`config.mk`:
```
export PLATFORM = sky130hd
export DESIGN_NAME = tape_core
export DESIGN_NICKNAME = d
export VERILOG_FILES = /design/src/rtl/tape_core.sv
export SDC_FILE = /design/constraint.sdc
export NUM_CORES = 1
export LEC_CHECK = 0
export BUFFER_PORTS_ARGS = -buffer_cell sky130_fd_sc_hd__buf_4
export CAP_MARGIN = 20
export CORE_MARGIN = 1
export CORE_UTILIZATION = 40
export DETAILED_ROUTE_END_ITERATION = 16
export PLACE_DENSITY_LB_ADDON = 0.25
export SYNTH_ARGS = -nofsm -noshare
export SYNTH_HDL_FRONTEND = slang
export SYNTH_SLANG_ARGS = --single-unit
```
`constraint.sdc`:
```
create_clock -name clk -period 6.7 [get_ports clk]
set_input_delay 1.34 -clock clk [delete_from_list [all_inputs] [get_ports clk]]
set_output_delay 1.34 -clock clk [all_outputs]
set_load 0.02 [all_outputs]
```
`src/rtl/tape_core.sv`:
```
module tape_core #(
  parameter int PC_W   = 8,
  parameter int CELL_W = 4,
  parameter int PTR_W  = 4,
  parameter int IO_W   = 8
) (
  input  logic            clk,
  input  logic            rst,
  output logic [PC_W-1:0] prog_addr,
  input  logic [PC_W-1:0] prog_data,
  input  logic [IO_W-1:0] in_data,
  input  logic            in_valid,
  output logic            in_ack,
  output logic [IO_W-1:0] out_data,
  output logic            out_strobe,
  output logic            halted
);
  localparam int DEPTH = 1 << PTR_W;

  localparam logic [PC_W-1:0] OP_RIGHT = PC_W'(1);
  localparam logic [PC_W-1:0] OP_LEFT  = PC_W'(2);
  localparam logic [PC_W-1:0] OP_INC   = PC_W'(3);
  localparam logic [PC_W-1:0] OP_DEC   = PC_W'(4);
  localparam logic [PC_W-1:0] OP_OUT   = PC_W'(5);
  localparam logic [PC_W-1:0] OP_IN    = PC_W'(6);
  localparam logic [PC_W-1:0] OP_JZ    = PC_W'(7);
  localparam logic [PC_W-1:0] OP_JNZ   = PC_W'(8);
  localparam logic [PC_W-1:0] OP_HALT  = PC_W'(9);

  typedef enum logic [2:0] {S_FETCH, S_EXEC, S_OPADDR, S_TARGET, S_HALT} st_t;

  st_t               st;
  logic [PC_W-1:0]   pc;
  logic [PTR_W-1:0]  ptr;
  logic [CELL_W-1:0] cells [DEPTH];
  logic              jnz_q;

  wire [CELL_W-1:0] cur     = cells[ptr];
  wire              is_zero = (cur == '0);
  wire              take    = jnz_q ? !is_zero : is_zero;

  assign prog_addr = pc;
  assign halted    = (st == S_HALT);
  assign in_ack    = (st == S_EXEC) && (prog_data == OP_IN) && in_valid;

  always_ff @(posedge clk) begin
    if (rst) begin
      st         <= S_FETCH;
      pc         <= '0;
      ptr        <= '0;
      jnz_q      <= 1'b0;
      out_data   <= '0;
      out_strobe <= 1'b0;
      for (int i = 0; i < DEPTH; i++) cells[i] <= '0;
    end else begin
      out_strobe <= 1'b0;
      case (st)
        S_FETCH: st <= S_EXEC;
        S_EXEC: begin
          st <= S_FETCH;
          pc <= pc + 1'b1;
          case (prog_data)
            OP_RIGHT: ptr <= ptr + 1'b1;
            OP_LEFT:  ptr <= ptr - 1'b1;
            OP_INC:   cells[ptr] <= cur + 1'b1;
            OP_DEC:   cells[ptr] <= cur - 1'b1;
            OP_OUT: begin
              out_data   <= IO_W'(cur);
              out_strobe <= 1'b1;
            end
            OP_IN: begin
              if (in_valid) cells[ptr] <= in_data[CELL_W-1:0];
              else begin
                st <= S_EXEC;
                pc <= pc;
              end
            end
            OP_JZ, OP_JNZ: begin
              jnz_q <= (prog_data == OP_JNZ);
              st    <= S_OPADDR;
            end
            OP_HALT: begin
              st <= S_HALT;
              pc <= pc;
            end
            default: ;
          endcase
        end
        S_OPADDR: st <= S_TARGET;
        S_TARGET: begin
          st <= S_FETCH;
          pc <= take ? prog_data : pc + 1'b1;
        end
        default: st <= S_HALT;
      endcase
    end
  end
endmodule

```
==> results of run 1 <==
-- final timing paths --
path	startpoint	to	slack, ns	cells after the start
worst max-delay path	prog_data[5]	in_ack	2.77	5
worst min-delay path	out_data[1]	out_data[1]	0.51	2
worst max register to register	register	cells[4][3]	2.84	7
worst min register to register	out_data[1]	out_data[1]	0.51	2
-- cell usage after synthesis, drive strengths merged --
cell,number,share of area (%)
ha,4,1.1
or3,4,0.55
and4,1,0.19
nor4b,2,0.52
a311oi,1,0.19
a21boi,1,0.16
a21o,1,0.16
a211o,1,0.19
and2b,2,0.36
nand3,26,3.4
buf,14,3.0
nor2,92,9.0
xnor2,3,0.57
a31oi,8,1.4
fa,1,0.44
a2111oi,1,0.33
edfxtp,64,42
and3b,2,0.38
and3,1,0.16
a221oi,1,0.19
mux2i,6,1.3
clkbuf,8,0.66
nand2b,17,2.3
nor3,6,1.0
inv,8,0.66
nand3b,1,0.16
and2,1,0.14
nor4,3,0.74
a22oi,10,1.9
a21oi,8,0.87
o21ai,4,0.44
xor2,3,0.57
or2,2,0.27
mux4,16,8.4
o31ai,1,0.16
nor2b,3,0.41
nor3b,4,0.66
o31a,1,0.38
nand2,29,2.4
or4,6,0.98
mux2,1,0.33
conb,1,0.082
dfxtp,25,11
-- power groups by stage --
stage / combinational [mW] / clock (mW) / sequential, mW
2_1_floorplan: 0.0488 / 0 / 0.621
3_3_place_gp: 0.0691 / 0 / 0.622
3_5_place_dp: 0.0702 / 0 / 0.623
4_1_cts: 0.0703 / 0.464 / 0.611
5_1_grt: 0.0771 / 0.488 / 0.612
6_report: 0.0708 / 0.461 / 0.610
-- worst register-to-register path, delay by kind of cell (launching register included) --
kind | cells | cell delay (ns)
DFF | 1 | 0.99
AOI/OAI and AO/OA | 2 | 0.91
and+or+nand+nor | 4 | 0.96
muxes | 1 | 0.73
-- routing by layer --
metal | vias to the layer above | routed length, um | global-route usage (%)
met5 | - | 0 | 0
met4 | 0 | 129 | 5.89
met3 | 12 | 518 | 3.83
met2 | 79 | 4760 | 29.2
met1 | 1473 | 4230 | 23.1
li1 | 1473 | - | -
-- cell families (layout without fill, tap and decap cells) --
logic type                 count (synthesis)  in the layout  share of synthesized area, %
xor gates and xnor gates                   6              6                          1.15
buffers and inverters                     30             53                          4.29
DFF                                       89             89                          52.9
muxes                                     23             23                          10.1
adders and majority gates                  5              5                          1.53
and+or+nand+nor                          202            202                          23.6
other                                      1              4                        0.0819
AOI/OAI and AO/OA                         38             38                          6.36
-- cells in the final DEF (no fill, tap or decap), drive strengths merged, types with 2 or more instances in the layout --
| cell type | instances |
|---|---|
| o21ai | 4 |
| nor4b | 2 |
| nor4 | 3 |
| nand3 | 26 |
| nand2b | 17 |
| ha | 4 |
| or4 | 6 |
| and2b | 2 |
| buf | 30 |
| or2 | 2 |
| mux2i | 6 |
| nor2b | 3 |
| or3 | 4 |
| and3b | 2 |
| xnor2 | 3 |
| mux4 | 16 |
| edfxtp | 64 |
| nor3b | 4 |
| nor2 | 92 |
| clkbuf | 9 |
| a21oi | 8 |
| xor2 | 3 |
| nand2 | 29 |
| nor3 | 6 |
| a22oi | 10 |
| conb | 4 |
| dfxtp | 25 |
| clkinv | 3 |
| inv | 10 |
| a31oi | 8 |
-- stage by stage --
stage               hold WS [ns]  util [%]
global placement           0.481      43.9
detailed placement         0.499      43.9
finish                     0.508      46.5
CTS                        0.516      46.4
floorplan                  0.507         -
global route               0.550      46.5
-- flip-flops by register name (all words and copies together), names as in the netlist, named ones only --
signal	flops
ptr	4
out_data	4
jnz_q	1
out_strobe	1
st	3
cells	64
prog_addr	8
-- cell type report --
cell class	count	share of cell area [%]
multi-input combinational	278	38.8
clock inverter	6	0.833
tap	140	3.43
clock buffer	9	4.41
sequential	89	47.5
timing repair buffer	30	4.49
inverter	8	0.588
==> qor.yml, run 1 <==
outcome:
  outcome: "finished, final reports clean"
global_route:
  grtUsageTotal_pct: 17.7
  antenna_found_initial: 0
  grt_max_degree: 42
  grt_pass1_vias: 2983
  grt_pass1_wl_um: 15500
  grt-ovfl-total: 0
drt:
  drc_errors: 0
  drtIter0Drc: 190
  wl_um: 9640
  vias: 3037
  wl_per_cell_um: 17.2
  via_per_inst: 5.42
  drtPass1Iterations: 4
  ant_nets: 0
cells_and_area:
  syn_to_final_growth_pct: 11.4
  final_nets: 440
  drive_gt1_share_pct: 22.1
  fin_cells: 560
  regArea_um2: 2420
  n_antenna_cell: 0
  multi_input_area_um2: 1980
  fillCellCount: 1021
  fin_area_um2: 5100
sta:
  skew_ns: 0.00953
  rsz0062_at_grt: "no"
  finalSetupViolations: 0
  slew_violations: 0
  fin_crit_ns: 3.93
  setup_ws_ns: 2.77
  finalSetupTns_ns: 0
  tightestPinTransition_ns: 1.02
  fin_crit_sh_pct: 58.6
  fmax_mhz: 255
  maxSlewHeadroom_pct: 32.2
  hold_viol_final: 0
pwr:
  seqPwrFrac_pct: 53.5
  comb_power_share_pct: 6.2
  power_frac_clock_pct: 40.3
  p_total_mw: 1.14
  cell_internal_pwr_mw: 0.880
  vdd_ir_drop_max_uv: 115
  netSwitchingPower_mw: 0.262
  power_density_nw_per_um2: 224
  p_leak_nw: 1.83
  netSwitchingFraction_pct: 22.9
clock_network:
  htree_levels: 3
  cts_tree: "built"
  postCtsSetupRepairBufs: 0
  clock_sinks: 89
  cts_root_buf: "clkbuf_16"
  clockBufferDepth: 2
  hold_buffers: 0
  cts_buffers: 9
  post_cts_resized: 0
  clkSlewWorstSetupHoldPaths_ns: 0.07
  clk_latency_ns: 0.34
placement:
  dp_cells: 544
  buffer_ports.inserted: 29
  place_area_um2: 4830
  place_congestion: 0.849
  dp_slack_ns: 2.43
  dpl.hpwl_um: 6810
critical_path:
  required_ns: 5.36
  startpoint_type: "input port"
  path_class: "in -> out"
  crit_arrival_ns: 2.59
  slowest_stage: "nor4_1"
  crit_fanout: 3
  slowest_delay_ns: 0.53
  crit_path_end_kind: "output pin"
  critPathTopFamily: "simple AND/OR/NAND/NOR gates"
  crit_path_frequent_cell: "buf_4"
  crit_buf_inv: 2
  crit_chain: "buf_4 > nor4_1 > nand3_1 > nor2_1 > buf_4"
synthesis:
  yosysSeqAreaShare_pct: 52.9
  yosysUniqueCellTypes: 59
  synth_cells: 394
  synth_area_um2: 4580
  ys_warn_count: 0
  ys_seq_elements: 89
  synth.avg_cell_area_um2: 11.6
floorplan:
  initial_core_util_pct: 41.7
  core-area_um2: 11000
  dieArea_um2: 11900
  die_width_um: 109
  io_pins: 38
  num_rows: 38
  die_height_um: 109
worst_hold_path:
  min_path_type: "reg -> reg"
run:
  maxCapViolations: 0
Note: power is estimated with default switching activity, not from simulation.
==> run 2: changes to the inputs <==
- clock period: 6.7 -> 3.45 ns (I/O delays scaled with it)
==> qor.yml, run 2 (synthesis gave the netlist of run 1 again) <==
outcome:
  outcome: "finished, final reports clean"
critical_path:
  slowest_stage: "mux4_1"
  rr_worst_depth: 10  # +3
  crit_buf_inv: 1  # -1
  crit_arrival_ns: 3.43  # +0.84 ns
  worstReg2RegEnd: "cells[10][2]"
  slowest_delay_ns: 0.63  # +0.10 ns
  ff2ff_setup_slack_ns: 0.22  # -2.62 ns
  startpoint_type: "register"
  critPathTopFamily: "simple AND/OR/NAND/NOR gates"
  required_ns: 3.65  # -1.71 ns
  crit_chain: "buf_4 > mux4_1 > a22oi_2 > nand3_4 > xnor2_1 > ha_1 > or3_1 > and3b_1 > o31a_4 > nor2_1"
  crit_fanout: 16  # +13
  crit_path_end_kind: "register"
  path_class: "reg -> reg"
cells_and_area:
  fin_cells: 586  # +4.6%
  regArea_um2: 2420  # unchanged
  fillCellCount: 983  # -3.7%
  n_antenna_cell: 0  # unchanged
  layout_common_cells: "nor2_1, edfxtp_1, buf_4"
  final_util_pct: 48.4  # +1.9 points
  largest_reg_flops: 64  # unchanged
  top_register: "cells"
  multi_input_area_um2: 1970  # -0.38%
  syn_to_final_growth_pct: 16.0
  final_nets: 465  # +5.7%
  drive_gt1_share_pct: 26.5  # +4.3 points
  layout_commonest_cell: "nor2_1"
global_route:
  grt-ovfl-total: 0  # unchanged
  grt_pass1_wl_um: 15700  # +1.5%
  grt_max_degree: 22  # -48%
  grtUsageTotal_pct: 18.0  # +0.23 points
  antenna_found_initial: 0  # unchanged
  grt_pass1_vias: 3087  # +3.5%
sta:
  maxSlewHeadroom_pct: 64.0  # +32 points
  finalSetupTns_ns: 0  # unchanged
  holdWs_ns: 0.505  # -0.00297 ns
  slew_violations: 0  # unchanged
  rsz0062_at_grt: "no"
  finalSetupViolations: 0  # unchanged
  tightestPinTransition_ns: 0.536  # -0.480 ns
  fin_crit_ns: 3.23
  skew_ns: 0.00946  # -0.0000665 ns
  hold_viol_final: 0  # unchanged
  fin_crit_sh_pct: 93.5
  fmax_mhz: 310
floorplan:
  die_width_um: 109  # unchanged
  io_pins: 38  # unchanged
  dieArea_um2: 11900  # unchanged
  die_height_um: 109  # unchanged
  core-area_um2: 11000  # unchanged
  initial_core_util_pct: 41.7  # unchanged
  num_rows: 38  # unchanged
clock_network:
  clockBufferDepth: 2  # unchanged
  clk_latency_ns: 0.34  # about the same
  hold_buffers: 0  # unchanged
  htree_levels: 3  # unchanged
  cts_tree: "built"
  cts_root_buf: "clkbuf_16"
  post_cts_resized: 0  # unchanged
  clock_sinks: 89  # unchanged
  cts_buffers: 9  # unchanged
  clkSlewWorstSetupHoldPaths_ns: 0.07  # about the same
  postCtsSetupRepairBufs: 0  # unchanged
drt:
  drc_errors: 0  # unchanged
  via_per_inst: 5.28  # -2.7%
  drtIter0Drc: 131  # -31%
  vias: 3092  # +1.8%
  drtPass1Iterations: 5  # +1
  wl_um: 9730  # +0.93%
  wl_per_cell_um: 16.6  # -3.5%
  ant_nets: 0  # unchanged
pwr:
  seqPwrFrac_pct: 52.4  # -1.1 points
  p_leak_nw: 1.96  # +6.8%
  vdd_ir_drop_max_uv: 203  # +76%
  netSwitchingFraction_pct: 23.5  # +0.60 points
  cell_internal_pwr_mw: 1.73  # +96%
  netSwitchingPower_mw: 0.532  # +100%
  power_density_nw_per_um2: 426  # +90%
  power_frac_clock_pct: 41.3  # +1.0 points
  p_total_mw: 2.26  # +98%
  comb_power_share_pct: 6.4  # +0.2 points
worst_hold_path:
  holdPathEnd: "out_data[3]"
  hold_start: "out_data[3]"
  min_path_type: "reg -> reg"
  worst_hold_path.num_cells: 2  # unchanged
placement:
  dp_cells: 570  # +4.8%
  buffer_ports.inserted: 29  # unchanged
  dpl.hpwl_um: 7130  # +4.6%
  place_congestion: 0.828  # -2.5%
run:
  maxCapViolations: 0  # unchanged
-- run 2: cell count changes in the layout (fill, tap and decap cells not counted) --
cell	before	now
buf_12	0	1
clkinv_1	1	0
clkinvlp_4	1	2
buf_4	29	54
o21ai_1	1	2
clkinv_4	1	0
mux2i_1	5	6
inv_8	0	2
buf_6	1	0
mux2i_2	1	0
o21ai_2	1	0
-- run 2: power groups by stage --
stage | registers (mW) | clock network, mW | logic [mW]
after detailed placement | 1.21 | 0 | 0.145
after floorplan | 1.21 | 0 | 0.0948
after global placement | 1.21 | 0 | 0.142
after global routing | 1.19 | 0.989 | 0.156
after CTS | 1.18 | 0.951 | 0.145
final | 1.18 | 0.933 | 0.144
-- run 2: worst max-delay path by stage --
stage | endpoint | slack, ns | from | cells after the start
global placement | cells[10][2] | 0.15 | prog_data[5] | 10
detailed placement | cells[10][2] | 0.09 | prog_data[5] | 10
finish | cells[10][2] | 0.22 | register | 10
floorplan | cells[14][2] | 0.38 | prog_data[5] | 10
global route | cells[9][2] | 0.09 | register | 10
CTS | cells[8][2] | 0.21 | register | 10
-- run 2: metal layers --
metal	share of wire, %	up-vias	GRT usage, %
li1	-	1520	-
met2	50	64	29.9
met3	4.7	8	3.29
met4	1.2	0	6.18
met1	44	1500	23.5
met5	0	-	0
-- run 2: stage by stage --
stage	instance area [um^2]	worst slack [ns]
floorplan	4590	0.379
global placement	5030	0.148
detailed placement	5030	0.0890
CTS	5310	0.212
global route	5310	0.0868
finish	5310	0.223
-- run 2: worst reg2reg max path, cell delays in order, from the launching register on --
cell and delay (ns):
dfxtp_1 0.34, buf_4 0.19, mux4_1 0.63, a22oi_2 0.23, nand3_4 0.17, xnor2_1 0.17
ha_1 0.19, or3_1 0.38, and3b_1 0.20, o31a_4 0.45, nor2_1 0.15
-- run 2: final cells by class --
type                            count  share of cell area (%)
Clock buffer                        9                    4.24
Tap cell                          140                    3.30
Multi-Input combinational cell    278                    37.1
Clock inverter                      7                    1.13
Inverter                            8                   0.565
Timing Repair Buffer               55                    8.01
Sequential cell                    89                    45.6
